===== src/rtl/ocal_pkg.sv =====
package ocal_pkg;

   // Phases of the calibration window
   typedef enum logic [1:0] {
      PH_IDLE  = 2'd0,
      PH_FLUSH = 2'd1,
      PH_ACCUM = 2'd2
   } ocal_phase_e;

endpackage


===== src/rtl/ocal_sequencer.sv =====
module ocal_sequencer #(
   parameter int WIN_LEN  = 34,
   parameter int SKIP_LEN = 2
) (
   input  logic clk,
   input  logic rst_n,
   input  logic cal_req,
   output logic busy,
   output logic take,
   output logic last
);
   import ocal_pkg::*;

   localparam int CNT_W = $clog2(WIN_LEN);
   localparam logic [CNT_W-1:0] LAST_IDX = CNT_W'(WIN_LEN - 1);
   localparam logic [CNT_W-1:0] SKIP_IDX = CNT_W'(SKIP_LEN - 1);

   ocal_phase_e      phase;
   logic [CNT_W-1:0] cnt;
   logic             req_q;
   logic             req_edge;

   assign req_edge = cal_req & ~req_q;

   always_ff @(posedge clk) begin
      if (!rst_n) begin
         phase <= PH_IDLE;
         cnt   <= '0;
         req_q <= 1'b0;
      end else begin
         req_q <= cal_req;
         case (phase)
            PH_IDLE: begin
               if (req_edge) begin
                  phase <= PH_FLUSH;
                  cnt   <= '0;
               end
            end
            PH_FLUSH: begin
               cnt <= cnt + 1'b1;
               if (cnt == SKIP_IDX) phase <= PH_ACCUM;
            end
            PH_ACCUM: begin
               cnt <= cnt + 1'b1;
               if (cnt == LAST_IDX) phase <= PH_IDLE;
            end
            default: phase <= PH_IDLE;
         endcase
      end
   end

   assign busy = (phase != PH_IDLE);
   assign take = (phase == PH_ACCUM);
   assign last = (phase == PH_ACCUM) && (cnt == LAST_IDX);

endmodule


===== src/rtl/ocal_accum.sv =====
module ocal_accum #(
   parameter int DATA_W        = 10,
   parameter int AVG_LOG2      = 5,
   parameter bit ROUND_NEAREST = 1'b1
) (
   input  logic              clk,
   input  logic              rst_n,
   input  logic              busy,
   input  logic              take,
   input  logic              last,
   input  logic              in_valid,
   input  logic [DATA_W-1:0] raw,
   output logic [DATA_W:0]   offset
);
   localparam int SUM_W = DATA_W + AVG_LOG2;
   localparam logic [SUM_W:0]  HALF = (SUM_W+1)'(1) << (AVG_LOG2 - 1);
   localparam logic [DATA_W:0] MID  = (DATA_W+1)'(1) << (DATA_W - 1);

   logic [SUM_W-1:0]  acc;
   logic [SUM_W-1:0]  sum_next;
   logic [DATA_W:0]   quot;
   logic [DATA_W-1:0] avg;

   assign sum_next = acc + ((take && in_valid) ? SUM_W'(raw) : '0);

   generate
      if (ROUND_NEAREST) begin : g_round
         logic [SUM_W:0] rnd;
         assign rnd  = {1'b0, sum_next} + HALF;
         assign quot = (DATA_W+1)'(rnd >> AVG_LOG2);
      end else begin : g_trunc
         assign quot = (DATA_W+1)'(sum_next >> AVG_LOG2);
      end
   endgenerate

   // Clamp a rounding carry out of range
   assign avg = quot[DATA_W] ? '1 : quot[DATA_W-1:0];

   always_ff @(posedge clk) begin
      if (!rst_n) begin
         acc    <= '0;
         offset <= '0;
      end else begin
         if (!busy)
            acc <= '0;
         else if (take)
            acc <= sum_next;
         if (last)
            offset <= {1'b0, avg} - MID;
      end
   end

endmodule


===== src/rtl/ocal_corrector.sv =====
module ocal_corrector #(
   parameter int DATA_W = 10
) (
   input  logic              clk,
   input  logic              rst_n,
   input  logic              in_valid,
   input  logic [DATA_W-1:0] raw,
   input  logic [DATA_W:0]   offset,
   output logic              out_valid,
   output logic [DATA_W-1:0] out_data
);
   localparam logic signed [DATA_W+1:0] MAX_CODE =
      $signed((DATA_W+2)'((1 << DATA_W) - 1));

   logic signed [DATA_W+1:0] diff;
   logic [DATA_W-1:0]        clipped;

   assign diff = $signed({2'b00, raw}) - $signed({offset[DATA_W], offset});

   always_comb begin
      if (diff < 0)
         clipped = '0;
      else if (diff > MAX_CODE)
         clipped = '1;
      else
         clipped = diff[DATA_W-1:0];
   end

   always_ff @(posedge clk) begin
      if (!rst_n) begin
         out_valid <= 1'b0;
         out_data  <= '0;
      end else begin
         out_valid <= in_valid;
         out_data  <= clipped;
      end
   end

endmodule


===== src/rtl/offset_cal_engine.sv =====
module offset_cal_engine #(
   parameter int NUM_CH        = 2,
   parameter int DATA_W        = 10,
   parameter int SKIP_LEN      = 2,
   parameter int AVG_LOG2      = 5,
   parameter int WIN_LEN       = 34,
   parameter bit ROUND_NEAREST = 1'b1
) (
   input  logic                     clk,
   input  logic                     rst_n,
   input  logic                     cal_req,
   input  logic [NUM_CH-1:0]        in_valid,
   input  logic [NUM_CH*DATA_W-1:0] in_data,
   output logic [NUM_CH-1:0]        out_valid,
   output logic [NUM_CH*DATA_W-1:0] out_data,
   output logic                     busy
);
   localparam int OFF_W = DATA_W + 1;

   // Parameter consistency checks
   if (WIN_LEN != SKIP_LEN + (1 << AVG_LOG2)) begin : g_bad_window
      $error("window length must equal discard cycles plus averaged samples");
   end
   if (SKIP_LEN < 1) begin : g_bad_skip
      $error("at least one discard cycle is required");
   end
   if (AVG_LOG2 < 1) begin : g_bad_avg
      $error("averaging needs at least two samples");
   end
   if (NUM_CH < 1 || DATA_W < 2) begin : g_bad_shape
      $error("channel count or data width out of range");
   end

   logic                    take;
   logic                    last;
   logic [NUM_CH*OFF_W-1:0] chan_off;

   ocal_sequencer #(
      .WIN_LEN (WIN_LEN),
      .SKIP_LEN(SKIP_LEN)
   ) u_seq (
      .clk    (clk),
      .rst_n  (rst_n),
      .cal_req(cal_req),
      .busy   (busy),
      .take   (take),
      .last   (last)
   );

   for (genvar ch = 0; ch < NUM_CH; ch++) begin : g_chan
      ocal_accum #(
         .DATA_W       (DATA_W),
         .AVG_LOG2     (AVG_LOG2),
         .ROUND_NEAREST(ROUND_NEAREST)
      ) u_acc (
         .clk     (clk),
         .rst_n   (rst_n),
         .busy    (busy),
         .take    (take),
         .last    (last),
         .in_valid(in_valid[ch]),
         .raw     (in_data[ch*DATA_W +: DATA_W]),
         .offset  (chan_off[ch*OFF_W +: OFF_W])
      );

      ocal_corrector #(
         .DATA_W(DATA_W)
      ) u_cor (
         .clk      (clk),
         .rst_n    (rst_n),
         .in_valid (in_valid[ch]),
         .raw      (in_data[ch*DATA_W +: DATA_W]),
         .offset   (chan_off[ch*OFF_W +: OFF_W]),
         .out_valid(out_valid[ch]),
         .out_data (out_data[ch*DATA_W +: DATA_W])
      );
   end

endmodule


===== config.mk =====
export PLATFORM = sky130hd
export DESIGN_NAME = offset_cal_engine
export DESIGN_NICKNAME = d
export VERILOG_FILES = /design/src/rtl/ocal_pkg.sv /design/src/rtl/ocal_sequencer.sv /design/src/rtl/ocal_accum.sv /design/src/rtl/ocal_corrector.sv /design/src/rtl/offset_cal_engine.sv
export SDC_FILE = /design/constraint.sdc
export NUM_CORES = 1
export LEC_CHECK = 0
export ABC_AREA = 1
export BUFFER_PORTS_ARGS = -buffer_cell sky130_fd_sc_hd__buf_2
export CORE_ASPECT_RATIO = 1.1
export CORE_MARGIN = 2
export CORE_UTILIZATION = 45
export DETAILED_ROUTE_END_ITERATION = 16
export HOLD_SLACK_MARGIN = 0.06
export MAX_ROUTING_LAYER = met4
export PLACE_DENSITY_LB_ADDON = 0.1
export SYNTH_ARGS = -nofsm -noshare
export SYNTH_HDL_FRONTEND = slang
export SYNTH_HIERARCHICAL = 1
export SYNTH_SLANG_ARGS = --single-unit

===== constraint.sdc =====
create_clock -name clk -period 4.2 [get_ports clk]
set_input_delay 0.42 -clock clk [delete_from_list [all_inputs] [get_ports clk]]
set_output_delay 0.42 -clock clk [all_outputs]
set_load 0.005 [all_outputs]

---- Word-level counts from Yosys, hierarchy flattened ----
Index checks and enable logic that the tools add are counted.
word-level totals
  register bits after elaboration ......... 83
  input bits .............................. 25
  output and inout port bits .............. 23
  logic and storage cells ................. 58
operators by class
  $add $sub $neg .......................... 9
  order comparisons ....................... 4
  equal/unequal tests ..................... 7
  multiplexer cells ....................... 12
  bitwise gates (word level) .............. 3
  reduce and logical (&&, ||, !) cells .... 12
operators with widths
  operator                                                                           count
  10-bit 2-to-1 mux                                                                  6
  15-bit by 5-bit adder with 16-bit output, second input constant                    2
  15-bit adder                                                                       2
  12-bit by 11-bit greater-than comparator with 1-bit output, second input constant  2
  12-bit by 1-bit < comparator with 1-bit output, second input constant              2
  11-bit by 11-bit subtractor with 12-bit output                                     2
  10-bit by 10-bit subtractor with 11-bit output, second input constant              2
  6-bit one-hot mux with 2 select lines                                              1
  6-bit by 1-bit adder with 6-bit output, second input constant                      1
  6-bit by 1-bit equality test with 1-bit output, second input constant              1
  6-bit equality test, second input constant                                         1
  2-bit 2-to-1 mux                                                                   3
  6-bit 2-to-1 mux                                                                   1
  2-bit one-hot mux with 3 select lines                                              1
  2-bit OR reduction                                                                 3
  2-bit by 1-bit inequality test with 1-bit output, second input constant            2
  2-bit AND reduction                                                                2
  2-bit nonzero test                                                                 2
  1-bit logical AND                                                                  3
  3-bit AND reduction                                                                1
  2-bit by 1-bit equality test with 1-bit output, second input constant              1
  2-bit equality test, second input constant                                         1
  2-bit logical NOT                                                                  1
  2-bit inequality test, second input constant                                       1
  other kinds (2)                                                                    3

---- Logic depth before layout (Yosys ltp) ----
  depth after elaboration ................. 7
  mapped depth ............................ 24
  mapped depth without buffers ............ 22

---- Modules after synthesis ----
The synthesis kept the hierarchy.
modules (own cells, without submodules)
  module                         instances  cells each  area each (µm²)  seq. area each (µm²)
  ocal_accum at g_chan[0].u_acc  1          344         2117.0           500.5
  ocal_accum at g_chan[1].u_acc  1          346         2073.2           500.5
  ocal_corrector                 2          151         939.7            220.2
  ocal_sequencer                 1          85          588.1            180.2

---- Least setup slack after synthesis ----
OpenSTA, ideal clock, no wires.
  path type ............................... register to register
  from .................................... register u_seq.phase[0]
  to ...................................... register g_chan[0].u_acc.offset[7]
  library setup time ...................... 122 ps
  data arrival time ....................... 2931 ps
  data required time ...................... 4078 ps
  slack ................................... 1147 ps
  cell stages (with the launch flop) ...... 19
  buffers on the path ..................... 1
  clock period less this slack ............ 3053 ps
  cell sequence ........................... dfxtp_1 > inv_1 > ha_1 > clkbuf_1 > nand2_1 > nor2_1 > ha_1 > fa_1 > nand3_2 > nand3_1 > nand2_4 > ha_1 > nand3_1 > nor2_2 > nand2_1 > nor2_2 > nand2_1 > xor2_1 > a21oi_2
on the way
  word-level cells in the longest chain between the ends .. 7
  elaborated cells between the ends (all ways) .. 8
  classes of those cells .................. add/sub: 3; eq/ne: 1; mux: 2; reduce/logical: 2
ends and longest elaborated chain
  item                                            line                     source
  from (decl)                                     ocal_sequencer.sv:18     ocal_phase_e phase;
  from (signal assigned)                          ocal_sequencer.sv:27     phase <= PH_IDLE;
  from (signal assigned)                          ocal_sequencer.sv:35     phase <= PH_FLUSH;
  from (signal assigned)                          ocal_sequencer.sv:41     if (cnt == SKIP_IDX) phase <= PH_ACCUM;
  2-bit equality test                             ocal_sequencer.sv:53     assign take = (phase == PH_ACCUM);
  net take                                        offset_cal_engine.sv:34  logic take;
  1-bit logical AND                               ocal_accum.sv:24         assign sum_next = acc + ((take && in_valid) ? SUM_W'(raw) : '0);
  10-bit 2-to-1 mux                               ocal_accum.sv:24
  15-bit adder                                    ocal_accum.sv:24
  net g_chan[0].u_acc.sum_next[4]                 ocal_accum.sv:20         logic [SUM_W-1:0] sum_next;
  15-bit by 5-bit adder with 16-bit output        ocal_accum.sv:29         assign rnd = {1'b0, sum_next} + HALF;
  10-bit 2-to-1 mux                               ocal_accum.sv:37         assign avg = quot[DATA_W] ? '1 : quot[DATA_W-1:0];
  10-bit by 10-bit subtractor with 11-bit output  ocal_accum.sv:49         offset <= {1'b0, avg} - MID;
  to (signal assigned)                            ocal_accum.sv:49
  to (decl)                                       ocal_accum.sv:13         output logic [DATA_W:0] offset
The timed path passes the listed nets, and every way through them passes these cells.
A chain may end at the register's enable or synchronous reset.

---- Worst setup path in the final report ----
Same ends and word-level chain as after synthesis.

==> impl_metrics.env <==
export IMPL_clock_tree_buffer_depth=2
export IMPL_post_cts_buffers=0
export IMPL_fin_skew_ps=8.10
export IMPL_routabilityCongestion=0.880
export IMPL_start_util_pct=46.1
export IMPL_register_area_um2=1620
export IMPL_worstMarginPinSlew_ps=998
export IMPL_power_share_clock_pct=35.8
export IMPL_dp_hpwl_um=12600
export IMPL_rsz0062_at_grt="false"
export IMPL_synthMuxAreaShare_pct=0
export IMPL_setup_viol=0
export IMPL_die_area_um2=15800
export IMPL_drt_iter0_markers=305
export IMPL_peakVddDrop_mv=0.203
export IMPL_fillCellCount=1501
export IMPL_synth_cell_area_um2=6660
export IMPL_p_per_area_nw_per_um2=365
export IMPL_cts_root_buf="clkbuf_16"
export IMPL_diodes=0
export IMPL_detail_route_antenna_nets=0
export IMPL_antenna_found_initial=0
export IMPL_grt_overflow=0
export IMPL_comb_power_share_pct=32.0
export IMPL_synthToLayoutAreaGrowth_pct=11.6
export IMPL_use_met2_pct=35.3
export IMPL_syn_nets=1155
export IMPL_internal_power_mw=1.76
export IMPL_cts_hold_buffers_added=0
export IMPL_routed_wl_um=15600
export IMPL_max_slew_margin_rel_pct=33.4
export IMPL_synth_area_per_cell_um2=6.18
export IMPL_synth_simple_area_share_pct=38.0
export IMPL_layout_setup_ws_ps=903
export IMPL_worstHoldPathType="input port to flop"
export IMPL_clk_latency_ps=350
export IMPL_seqPwrFrac_pct=32.2
export IMPL_use_met1_pct=26.8
export IMPL_nNetsFinal=1201
export IMPL_die_w_um=120
export IMPL_grt_pass1_wl_um=26900
export IMPL_finalHoldViolations=0
export IMPL_track_usage_pct=21.2
export IMPL_arrival_ps=3530
export IMPL_synthCells=1077
export IMPL_remaining_drc_errors=0
export IMPL_synth_top_family_by_area="simple AND/OR/NAND/NOR gates"
export IMPL_fmax_ghz=0.303
export IMPL_cts_buffers_inserted=9
export IMPL_ios=48
export IMPL_p_leak_nw=4.13
export IMPL_swShare_pct=35.1
export IMPL_yosysWarnings=6
export IMPL_drive_gt1_share_pct=12.6
export IMPL_synthAdderAreaFrac_pct=10.4
export IMPL_num_vias=6160
export IMPL_critPathRequiredTime_ps=4430
export IMPL_routedWlPerCell_um=11.8
export IMPL_startpoint_type="flop"
export IMPL_yosysSeqAreaShare_pct=24.4
export IMPL_num_rows=46
export IMPL_multi_input_area_um2=4110
export IMPL_synth_xor_area_share_pct=3.82
export IMPL_clk_pin_slew_ps=60
export IMPL_layout_min_cycle_time_ps=3300
export IMPL_fin_tns_setup_ps=0
export IMPL_cap_violations=0
export IMPL_synth_cell_types=35
export IMPL_grt_pass1_vias=5898
export IMPL_core_um2=14400
export IMPL_met3_usage_pct=2.78
export IMPL_first_pass_iters=6
export IMPL_portBuffers=47
export IMPL_critPathMaxFanout=10
export IMPL_via_per_inst=4.67
export IMPL_slew_violations=0
export IMPL_busiest_layer="met2"
export IMPL_synth_top_area_share_pct=24.4
export IMPL_switchingPower_uw=952
export IMPL_yosysTopAreaCell="dfxtp_1"
export IMPL_outcome="completed"
export IMPL_ctsResizeCount=0
export IMPL_cts_tree="built"
export IMPL_end_kind="flop"
export IMPL_synth_compound_area_share_pct=9.40
export IMPL_die_y_um=132
export IMPL_htree_levels=3
export IMPL_post_route_period_util_pct=78.5
export IMPL_grt_max_degree=23
export IMPL_ys_ff_latch=81
export IMPL_critPathKind="flop to flop"
export IMPL_dp_slack_ps=894
export IMPL_cts_num_sinks=81
export IMPL_synth_area_leaders="dfxtp_1, nand2_1, inv_1"
## power groups by stage
stage          sequential, mW  combinational (mW)  clock, mW
3_5_place_dp            0.889               0.873          0
5_1_grt                 0.880               0.997       1.02
2_1_floorplan           0.883               0.660          0
4_1_cts                 0.872               0.878      0.993
3_3_place_gp            0.889               0.874          0
6_report                0.873               0.869      0.971
## synth_stat cells
cell type and instances:
nand3_1 58, a211oi_1 1, nand4_1 16, a21oi_2 4
and2_1 2, nand2_2 26, nand3b_1 8, nor2_2 11
a21oi_1 56, nand3_2 9, inv_4 1, and3_1 1
nand2_4 8, nand2_1 290, xnor2_1 8, inv_2 9
nor3_2 2, buf_4 2, buf_6 3, dfxtp_1 81
inv_1 215, o21a_1 2, nor3_1 3, buf_1 2
o21ai_0 36, o21ai_1 3, a21oi_4 2, clkinv_1 1
ha_1 49, fa_1 4, nor2_1 122, clkbuf_1 7
xor2_1 21, nor2_4 6, o211ai_1 8
## routing by layer
layer | wire, µm | vias to the layer above
met3 | 361 | 15
met4 | 238 | 0
met5 | 0 | -
met2 | 7200 | 72
li1 | - | 3394
met1 | 7780 | 2679
## flip-flops by register name, summed over array words and instances, names as in the netlist
signal and flops:
g_chan.u_acc/acc 30, g_chan.u_acc/offset 20, g_chan.u_cor/out_data 20, g_chan.u_cor/out_valid 2, u_seq/cnt 6, u_seq/phase 2
u_seq/req_q 1
## worst paths after layout
path                                            endpoint  slack, ps                                   start  cells past startpoint
setup / recovery  g_chan[0].u_acc/offset[7]$_SDFFE_PN0P_        900             u_seq/phase[0]$_SDFFE_PN0P_                     17
hold / removal      g_chan[1].u_cor/out_valid$_SDFF_PN0_        280                             in_valid[1]                      3
setup reg to reg  g_chan[0].u_acc/offset[7]$_SDFFE_PN0P_        900             u_seq/phase[0]$_SDFFE_PN0P_                     17
hold reg to reg   g_chan[1].u_acc/offset[8]$_SDFFE_PN0P_        470  g_chan[1].u_acc/offset[8]$_SDFFE_PN0P_                      2
## stage by stage
stage	instance area, µm²	total power, mW	util [%]	hold WS [ps]	std cells
floorplan	6660	1.54	-	443	1077
global placement	7070	1.76	48.9	458	1304
detailed placement	7070	1.76	48.9	462	1304
CTS	7430	2.74	51.4	274	1320
global route	7430	2.90	51.4	307	1320
finish	7430	2.71	51.4	280	1320
## worst max-delay path, cell delays in order (launching register included)
cell and delay (ps):
dfxtp_1 350, inv_1 100, ha_1 260, nand2_1 290, nor2_1 80, ha_1 260
fa_1 480, nand3_2 130, nand3_1 130, nand2_4 110, ha_1 170, nand3_1 100
nor2_2 130, nand2_1 100, nor2_2 140, nand2_1 80, xor2_1 200, a21oi_2 70
## layout by cell type (no fill, tap or decap), types with 21 or more instances in the layout
cell type and n:
a21oi_1 56, buf_2 47, dfxtp_1 81, ha_1 49, inv_1 215, nand2_1 290, nand2_2 26, nand3_1 58
nor2_1 121, o21ai_0 36, xor2_1 21
## cell type report
| class | count | area share (%) |
|---|---|---|
| clock inverter | 5 | 1.72 |
| timing repair buffer | 49 | 3.37 |
| clock buffer | 11 | 3.13 |
| sequential | 81 | 21.8 |
| inverter | 226 | 11.5 |
| tap | 192 | 3.23 |
| multi-input combinational | 756 | 55.3 |
## cells by family after synthesis
family | count (synthesis)
buffers and inverters | 240
adders and majority gates | 53
DFF | 81
and+or+nand+nor | 562
AOI/OAI and AO/OA | 112
xor gates and xnor gates | 29
No activity file was read; power rests on OpenSTA's default activity.
